[src/rtl/lsu_align_pkg.sv]
package lsu_align_pkg;

   typedef enum logic [1:0] {
      SZ_BYTE = 2'd0,
      SZ_HALF = 2'd1,
      SZ_WORD = 2'd2,
      SZ_RSVD = 2'd3
   } acc_size_e;

endpackage

[src/rtl/lsu_addr_gen.sv]
module lsu_addr_gen
   import lsu_align_pkg::*;
#(
   parameter int ADDR_W      = 32,
   parameter int OFF_W       = 16,
   parameter bit RSVD_FAULTS = 1'b1
) (
   input  logic [ADDR_W-1:0] base_i,
   input  logic [OFF_W-1:0]  off_i,
   input  acc_size_e         size_i,
   output logic [ADDR_W-1:0] ea_o,
   output logic              misalign_o
);
   localparam int EXT_W = ADDR_W - OFF_W;

   if (ADDR_W <= OFF_W) begin : g_bad_width
      $error("lsu_addr_gen: ADDR_W must exceed OFF_W");
   end

   logic half_bad;
   logic word_bad;
   logic rsvd_bad;

   assign ea_o     = base_i + {{EXT_W{off_i[OFF_W-1]}}, off_i};
   assign half_bad = ea_o[0];
   assign word_bad = |ea_o[1:0];

   if (RSVD_FAULTS) begin : g_rsvd_fault
      assign rsvd_bad = 1'b1;
   end else begin : g_rsvd_as_word
      assign rsvd_bad = word_bad;
   end

   always_comb begin
      case (size_i)
         SZ_BYTE: misalign_o = 1'b0;
         SZ_HALF: misalign_o = half_bad;
         SZ_WORD: misalign_o = word_bad;
         default: misalign_o = rsvd_bad;
      endcase
   end

endmodule

[src/rtl/lsu_store_lanes.sv]
module lsu_store_lanes
   import lsu_align_pkg::*;
#(
   parameter  int DATA_W = 32,
   localparam int LANES  = DATA_W / 8,
   localparam int LSB_W  = $clog2(LANES)
) (
   input  logic              en_i,
   input  acc_size_e         size_i,
   input  logic [LSB_W-1:0]  lane_i,
   input  logic [DATA_W-1:0] wdata_i,
   output logic [LANES-1:0]  be_o,
   output logic [DATA_W-1:0] data_o
);

   for (genvar i = 0; i < LANES; i++) begin : g_lane
      localparam logic [LSB_W-1:0] OFS = LSB_W'(LANES - 1 - i);
      logic       sel;
      logic [7:0] d;

      always_comb begin
         case (size_i)
            SZ_BYTE: begin
               sel = (lane_i == OFS);
               d   = wdata_i[7:0];
            end
            SZ_HALF: begin
               sel = (lane_i[LSB_W-1:1] == OFS[LSB_W-1:1]);
               d   = wdata_i[8*(i%2) +: 8];
            end
            default: begin
               sel = 1'b1;
               d   = wdata_i[8*i +: 8];
            end
         endcase
      end

      assign be_o[i]          = en_i & sel;
      assign data_o[8*i +: 8] = d;
   end

endmodule

[src/rtl/lsu_load_extract.sv]
module lsu_load_extract
   import lsu_align_pkg::*;
#(
   parameter  int DATA_W = 32,
   localparam int LANES  = DATA_W / 8,
   localparam int LSB_W  = $clog2(LANES)
) (
   input  logic [DATA_W-1:0] rdata_i,
   input  logic [LSB_W-1:0]  lane_i,
   input  acc_size_e         size_i,
   input  logic              zext_i,
   output logic [DATA_W-1:0] data_o
);
   logic [7:0]  b_sel;
   logic [15:0] h_sel;

   always_comb begin
      b_sel = rdata_i[(LANES - 1 - int'(lane_i)) * 8 +: 8];
      h_sel = rdata_i[(LANES / 2 - 1 - int'(lane_i[LSB_W-1:1])) * 16 +: 16];
      case (size_i)
         SZ_BYTE: data_o = {{(DATA_W-8){~zext_i & b_sel[7]}}, b_sel};
         SZ_HALF: data_o = {{(DATA_W-16){~zext_i & h_sel[15]}}, h_sel};
         default: data_o = rdata_i;
      endcase
   end

endmodule

[src/rtl/lsu_align.sv]
module lsu_align
   import lsu_align_pkg::*;
#(
   parameter  int ADDR_W      = 32,
   parameter  int DATA_W      = 32,
   parameter  int OFF_W       = 16,
   parameter  int REG_W       = 5,
   parameter  bit RSVD_FAULTS = 1'b1,
   localparam int LANES       = DATA_W / 8,
   localparam int LSB_W       = $clog2(LANES),
   localparam int WADDR_W     = ADDR_W - LSB_W
) (
   input  logic               clk,
   input  logic               rst_n,
   input  logic               req_valid,
   input  logic               req_store,
   input  logic [1:0]         req_size,
   input  logic               req_unsigned,
   input  logic [ADDR_W-1:0]  req_base,
   input  logic [OFF_W-1:0]   req_offset,
   input  logic [DATA_W-1:0]  req_wdata,
   input  logic [REG_W-1:0]   req_dest,
   output logic               align_fault,
   output logic [WADDR_W-1:0] mem_word_addr,
   output logic               mem_rd_en,
   output logic               mem_wr_en,
   output logic [LANES-1:0]   mem_byte_en,
   output logic [DATA_W-1:0]  mem_wdata,
   input  logic [DATA_W-1:0]  mem_rdata,
   output logic               ld_valid,
   output logic [DATA_W-1:0]  ld_data,
   output logic [REG_W-1:0]   ld_dest
);

   if (DATA_W != 32) begin : g_bad_data
      $error("lsu_align: halfword and word sizes assume a 32-bit word");
   end

   acc_size_e         size;
   logic [ADDR_W-1:0] ea;
   logic              misalign;
   logic              ld_take;

   logic              pend_q;
   logic [LSB_W-1:0]  lane_q;
   acc_size_e         size_q;
   logic              zext_q;
   logic [REG_W-1:0]  dest_q;
   logic [DATA_W-1:0] ext_data;

   assign size = acc_size_e'(req_size);

   lsu_addr_gen #(
      .ADDR_W      (ADDR_W),
      .OFF_W       (OFF_W),
      .RSVD_FAULTS (RSVD_FAULTS)
   ) u_addr (
      .base_i     (req_base),
      .off_i      (req_offset),
      .size_i     (size),
      .ea_o       (ea),
      .misalign_o (misalign)
   );

   assign align_fault   = req_valid & misalign;
   assign mem_word_addr = ea[ADDR_W-1:LSB_W];
   assign mem_wr_en     = req_valid & req_store & ~misalign;
   assign mem_rd_en     = req_valid & ~req_store & ~misalign;
   assign ld_take       = mem_rd_en;

   lsu_store_lanes #(
      .DATA_W (DATA_W)
   ) u_store (
      .en_i    (mem_wr_en),
      .size_i  (size),
      .lane_i  (ea[LSB_W-1:0]),
      .wdata_i (req_wdata),
      .be_o    (mem_byte_en),
      .data_o  (mem_wdata)
   );

   always_ff @(posedge clk or negedge rst_n) begin
      if (!rst_n) begin
         pend_q <= 1'b0;
         lane_q <= '0;
         size_q <= SZ_WORD;
         zext_q <= 1'b0;
         dest_q <= '0;
      end else begin
         pend_q <= ld_take;
         if (ld_take) begin
            lane_q <= ea[LSB_W-1:0];
            size_q <= size;
            zext_q <= req_unsigned;
            dest_q <= req_dest;
         end
      end
   end

   lsu_load_extract #(
      .DATA_W (DATA_W)
   ) u_load (
      .rdata_i (mem_rdata),
      .lane_i  (lane_q),
      .size_i  (size_q),
      .zext_i  (zext_q),
      .data_o  (ext_data)
   );

   assign ld_valid = pend_q;
   assign ld_data  = pend_q ? ext_data : '0;
   assign ld_dest  = dest_q;

   a_r2_byte_never_faults: assert property (@(posedge clk) disable iff (!rst_n)
      (req_valid && req_size == 2'd0) |-> !align_fault);

   a_r3_fault_blocks_memory: assert property (@(posedge clk) disable iff (!rst_n)
      align_fault |-> (!mem_wr_en && !mem_rd_en && mem_byte_en == '0));

   a_r3_no_result_after_fault: assert property (@(posedge clk) disable iff (!rst_n)
      align_fault |=> !ld_valid);

   a_r4_mask_width: assert property (@(posedge clk) disable iff (!rst_n)
      mem_wr_en |-> ($countones(mem_byte_en) ==
                     ((req_size == 2'd0) ? 1 : (req_size == 2'd1) ? 2 : 4)));

   a_r6_result_next_cycle: assert property (@(posedge clk) disable iff (!rst_n)
      (req_valid && !req_store && !align_fault) |=> ld_valid);

   a_r6_dest_follows: assert property (@(posedge clk) disable iff (!rst_n)
      ld_valid |-> ld_dest == $past(req_dest));

   a_r7_byte_zero_ext: assert property (@(posedge clk) disable iff (!rst_n)
      (ld_valid && $past(req_size == 2'd0 && req_unsigned)) |-> ld_data[DATA_W-1:8] == '0);

   a_r10_idle_quiet: assert property (@(posedge clk) disable iff (!rst_n)
      !req_valid |-> (!mem_wr_en && !mem_rd_en && !align_fault));

endmodule

[config.mk]
export PLATFORM = sky130hd
export DESIGN_NAME = lsu_align
export DESIGN_NICKNAME = d
export VERILOG_FILES = /design/src/rtl/lsu_align_pkg.sv /design/src/rtl/lsu_addr_gen.sv /design/src/rtl/lsu_store_lanes.sv /design/src/rtl/lsu_load_extract.sv /design/src/rtl/lsu_align.sv
export SDC_FILE = /design/constraint.sdc
export NUM_CORES = 1
export LEC_CHECK = 0
export CORE_ASPECT_RATIO = 0.6
export CORE_MARGIN = 1.5
export CORE_UTILIZATION = 55
export DETAILED_ROUTE_END_ITERATION = 10
export DONT_BUFFER_PORTS = 1
export GPL_TIMING_DRIVEN = 0
export PLACE_DENSITY = 0.71
export SYNTH_ARGS = -nofsm -noshare
export SYNTH_HDL_FRONTEND = slang
export SYNTH_SLANG_ARGS = --single-unit
[constraint.sdc]
create_clock -name clk -period 3.3 [get_ports clk]
set_clock_uncertainty 0.15 [all_clocks]
set_input_delay 0.66 -clock clk [delete_from_list [all_inputs] [get_ports clk]]
set_output_delay 0.66 -clock clk [all_outputs]
set_load 0.02 [all_outputs]
### After elaboration in Yosys (flattened, before gate mapping)

Index checks and enable logic that the tools add are counted.

* register bits: 11
* logic and storage cells: 46
* output and inout bits: 107
* input port bits: 124

* reduce and logical (&&, ||, !) cells: 5
* shift operators: 2
* mux-type cells: 10
* add/subtract/negate cells: 3
* bitwise operators: 15
* eq/ne operators: 6

Operator list (count)
* one-hot mux 32 bit (2 select lines): 1
* adder 32 bit: 1
* two-way mux 32 bit: 1
* variable part select 32 x 32 -> 16 bit: 1
* variable part select 32 x 32 -> 8 bit: 1
* two-way mux 8 bit: 2
* one-hot mux 8 bit (2 select lines): 1
* AND 1 bit: 11
* one-hot mux 1 bit (2 select lines): 4
* == test 2 x 1 -> 1 bit, second input constant: 3
* == test 2 bit, second input constant: 3
* logical NOT 2 bit: 3
* inverter 1 bit: 4
* OR reduction 2 bit: 2
* one-hot mux 1 bit (3 select lines): 1
* subtractor 2 x 2 -> 3 bit, first input constant: 1
* subtractor 1 x 1 -> 2 bit, first input constant: 1

### Logic depth before layout (Yosys ltp)

* depth after elaboration: 6
* depth in mapped cells: 11
* gate-level depth less buffers: 9

### By module

From an unflattened synthesis, not the netlist that was laid out.

* cells, all modules: 477
* area, all modules: 3694.8 µm²

Modules (own cells, without submodules)
* lsu_addr_gen: instances 1, area each 1757.9 µm², seq. area each 0.0 µm², cells an instance 244
* lsu_load_extract: instances 1, area each 783.3 µm², seq. area each 0.0 µm², cells an instance 109
* lsu_align: instances 1, area each 639.4 µm², seq. area each 276.5 µm², cells an instance 60
* lsu_store_lanes: instances 1, area each 514.2 µm², seq. area each 0.0 µm², cells an instance 64

### Worst setup path after synthesis

No wires, ideal clock.

* kind: input-to-output
* start: in req_base[24]
* end: out mem_word_addr[27]
* stages on the path: 8
* path buffers: 2
* arrival: 2.578 ns
* setup slack: -0.088 ns
* required time: 2.490 ns
* path through: ha_1 buf_2 a21o_1 a311o_1 a21oi_4 mux2_2 a311oi_1 buf_4

* word-level cells in the longest chain between the ends: 1

Ends and longest elaborated chain
* start: declaration: line lsu_align.sv:19 `input logic [ADDR_W-1:0] req_base,`
* adder 32 bit: line lsu_addr_gen.sv:24 `assign ea_o = base_i + {{EXT_W{off_i[OFF_W-1]}}, off_i};`
* end: declaration: line lsu_align.sv:24 `output logic [WADDR_W-1:0] mem_word_addr,`

No other way between the ends.

### Worst setup path after layout

* start: in req_offset[10]
* end: out mem_word_addr[25]

* word-level cells in the longest chain between the ends: 1

Ends and longest elaborated chain
* start: declaration: line lsu_align.sv:20 `input logic [OFF_W-1:0] req_offset,`
* adder 32 bit: line lsu_addr_gen.sv:24

No other way between the ends.

==> metrics.cfg <==
[run_status]
status=complete, but fails checks
violations=setup timing

[clock_tree]
clk_pin_slew_worst_paths_ns=0.04
h-tree-depth=1
cts_buffer_depth=2
insertion_delay_ns=0.24
clockRootBuffer=clkbuf_16
numClockSinks=11
cts_buffers=3
cts_tree=done

[critical_path]
cp.arrival_ns=2.60
cpPeakStageDelay_ns=0.39
required_ns=2.49
start_kind=input port
startpoint=req_offset[10]
path_class=in -> out
cpLargestDelayFamily=compound AO/OA/AOI/OAI gates
worst-path-max-fanout=7
crit_buf_inv=1
reg2reg_from=size_q[1]$_DFFE_PN1P_
end_kind=output port
cp_slowest_cell=ha_2
cp_cell_sequence=ha_2, nand2_1, nor3_1, a211o_1, o2111ai_4, and3_4, a2111oi_4, buf_4

[drt]
vias=4224
drc=0
viasPerCell=6.715
drtIter0Drc=334
ant_nets=0
wl_per_cell_um=20.88
wl_um=13130
dr.pass1.iters=6

[floorplan]
start_util=0.5637
ioPinCount=231
fp-row-count=23
dieWidth_um=109.3
dieArea_um2=7303
die_h_um=66.80
coreArea_um2=6619

[flow_run]
max-cap-violations=0

[logic_synthesis]
syn-instance-count=532
ys_types=69
postSynth.asyncResetShare=1.000
synthAdderAreaFrac=0.1093
synth_top_family_by_area=compound AO/OA/AOI/OAI gates
synth_xor_area_frac=0.05634
synth_seq_area_share=0.07411
synth_edf_count=0
synth_top_flop_cell=dfrtp_1
synth-seq-cells=11
muxShareOfSynthArea=0.1076
synth_area_um2=3731
yosys-top-cells-count=a21oi_1 (60), nand2_1 (51), o21ai_0 (42), buf_4 (38), ha_1 (31)
synth.most_common_cell=a21oi_1
synth-compound-area-share=0.3179
synth_nets=688
synth_simple_gate_area_share=0.1928
synth_top_area_cell=ha_1
synth_area_leaders=ha_1 (10%), a21oi_1 (8.0%), buf_4 (7.6%)
yosysWarnings=0
yosysTopAreaCellShare=0.1040
syn_area_per_cell_um2=7.013

[sta]
tightest_slew_ns=0.8445
clock.fmax_mhz=293.5
hold_viol_final=0
hold-worst-slack_ns=0.1130
setup_viol_count_final=9
period_needed_ns=3.407
maxSlewViolCount=0
rsz0062_at_grt=yes
slew_headroom=0.4358
fin_crit_sh=1.032
fin_ws_ns=-0.1072
fin_setup_tns_ns=-0.2513

[grt]
grt_pass1_wl_um=18770
grt_pass1_vias=3647
gr-total-overflow=0
grt_max_degree=18
antenna_found_initial=0
gr-usage-all-layers=0.3280

[finish]
drive_above_1_share=0.2878
fin_nets=699
syn2layout_area_growth_pct=19.38
n_antenna_cell=0

[placed_design]
place_congestion=0.9995
port_buffers=0
dpl.hpwl_um=9791

[pwr]
p_total_mw=1.664
powerDensity_nw_per_um2=373.6
ir_worst_vdd_mv=0.3638
p_leak_nw=1.844

[worst_hold_path]
holdCritPathClass=in -> async

-- sequential cells by signal, indices dropped and copies added (netlist names) --
signal,count
ld_dest,5
lane_q,2
size_q,2
ld_valid,1
zext_q,1
-- per-stage QoR --
stage | worst slack, ns | cells | util | cell area [um2]
floorplan | -0.004230 | 532 | - | 3737
global placement | -0.2582 | 619 | 0.5811 | 3846
detailed placement | -0.2835 | 619 | 0.5811 | 3846
CTS | 0.004979 | 625 | 0.6439 | 4262
global route | -0.1086 | 629 | 0.6730 | 4454
finish | -0.1072 | 629 | 0.6730 | 4454
-- routing by layer --
layer  vias to the layer above  GRT usage  share of wire
met1                      2005     0.4444           0.44
met2                       272     0.5287           0.45
met5                         -          0              0
met3                        35    0.06164          0.094
met4                         0    0.09253          0.020
li1                       1912          -              -
-- layout by cell type, fill, tap and decap left out, drive strengths merged, types with 14 or more instances in the layout --
master / count
a21o: 14
nand3: 14
clkbuf: 14
a21oi: 63
o21ai: 55
ha: 31
inv: 32
nor2: 27
buf: 61
mux2: 25
nand2: 52
-- repair_timing --
| action | in CTS | in global routing |
|---|---|---|
| pin swaps | 20 | 21 |
| endpoints found under the setup margin | 27 | 40 |
| resized for setup | 52 | 34 |
| hold endpoints to repair | 10 | 0 |
| hold buffers | 1 | 0 |
| buffers inserted | 9 | 6 |
-- cells by family (layout without fill, tap and decap cells) --
family | count (synthesis) | count (layout)
DFF | 11 | 11
AOI/OAI and AO/OA | 183 | 183
xor gates and xnor gates | 24 | 24
muxes | 37 | 37
adders and majority gates | 32 | 32
and+or+nand+nor | 147 | 147
buffers and inverters | 98 | 108
-- power breakdown --
group / switching, mW / total [mW] / internal [mW]
sequential: 0.0470 / 0.216 / 0.169
combinational: 0.749 / 1.22 / 0.474
clock: 0.0625 / 0.225 / 0.162
total: 0.858 / 1.66 / 0.806
-- final timing paths --
check,end,cells past startpoint,slack (ns)
max in group asynchronous,size_q[0]$_DFFE_PN0P_,1,1.98
worst max-delay path,mem_word_addr[25],8,-0.11
worst max register to register,size_q[1]$_DFFE_PN1P_,3,1.92
worst min-delay path,size_q[1]$_DFFE_PN1P_,0,0.11
min in group clk,ld_dest[0]$_DFFE_PN0P_,1,0.40
worst min register to register,zext_q$_DFFE_PN0P_,1,0.41
-- area by class of cell --
class	instances	area, um2
multi-input cells	423	3373
fillers	588	2165
plain buffers	56	366.6
flip-flops and latches	11	276.5
repair buffers	16	130.1
inverters	32	120.1
well taps	87	108.9
clock buffers	4	78.83
Note: power is estimated with default switching activity, not from simulation.
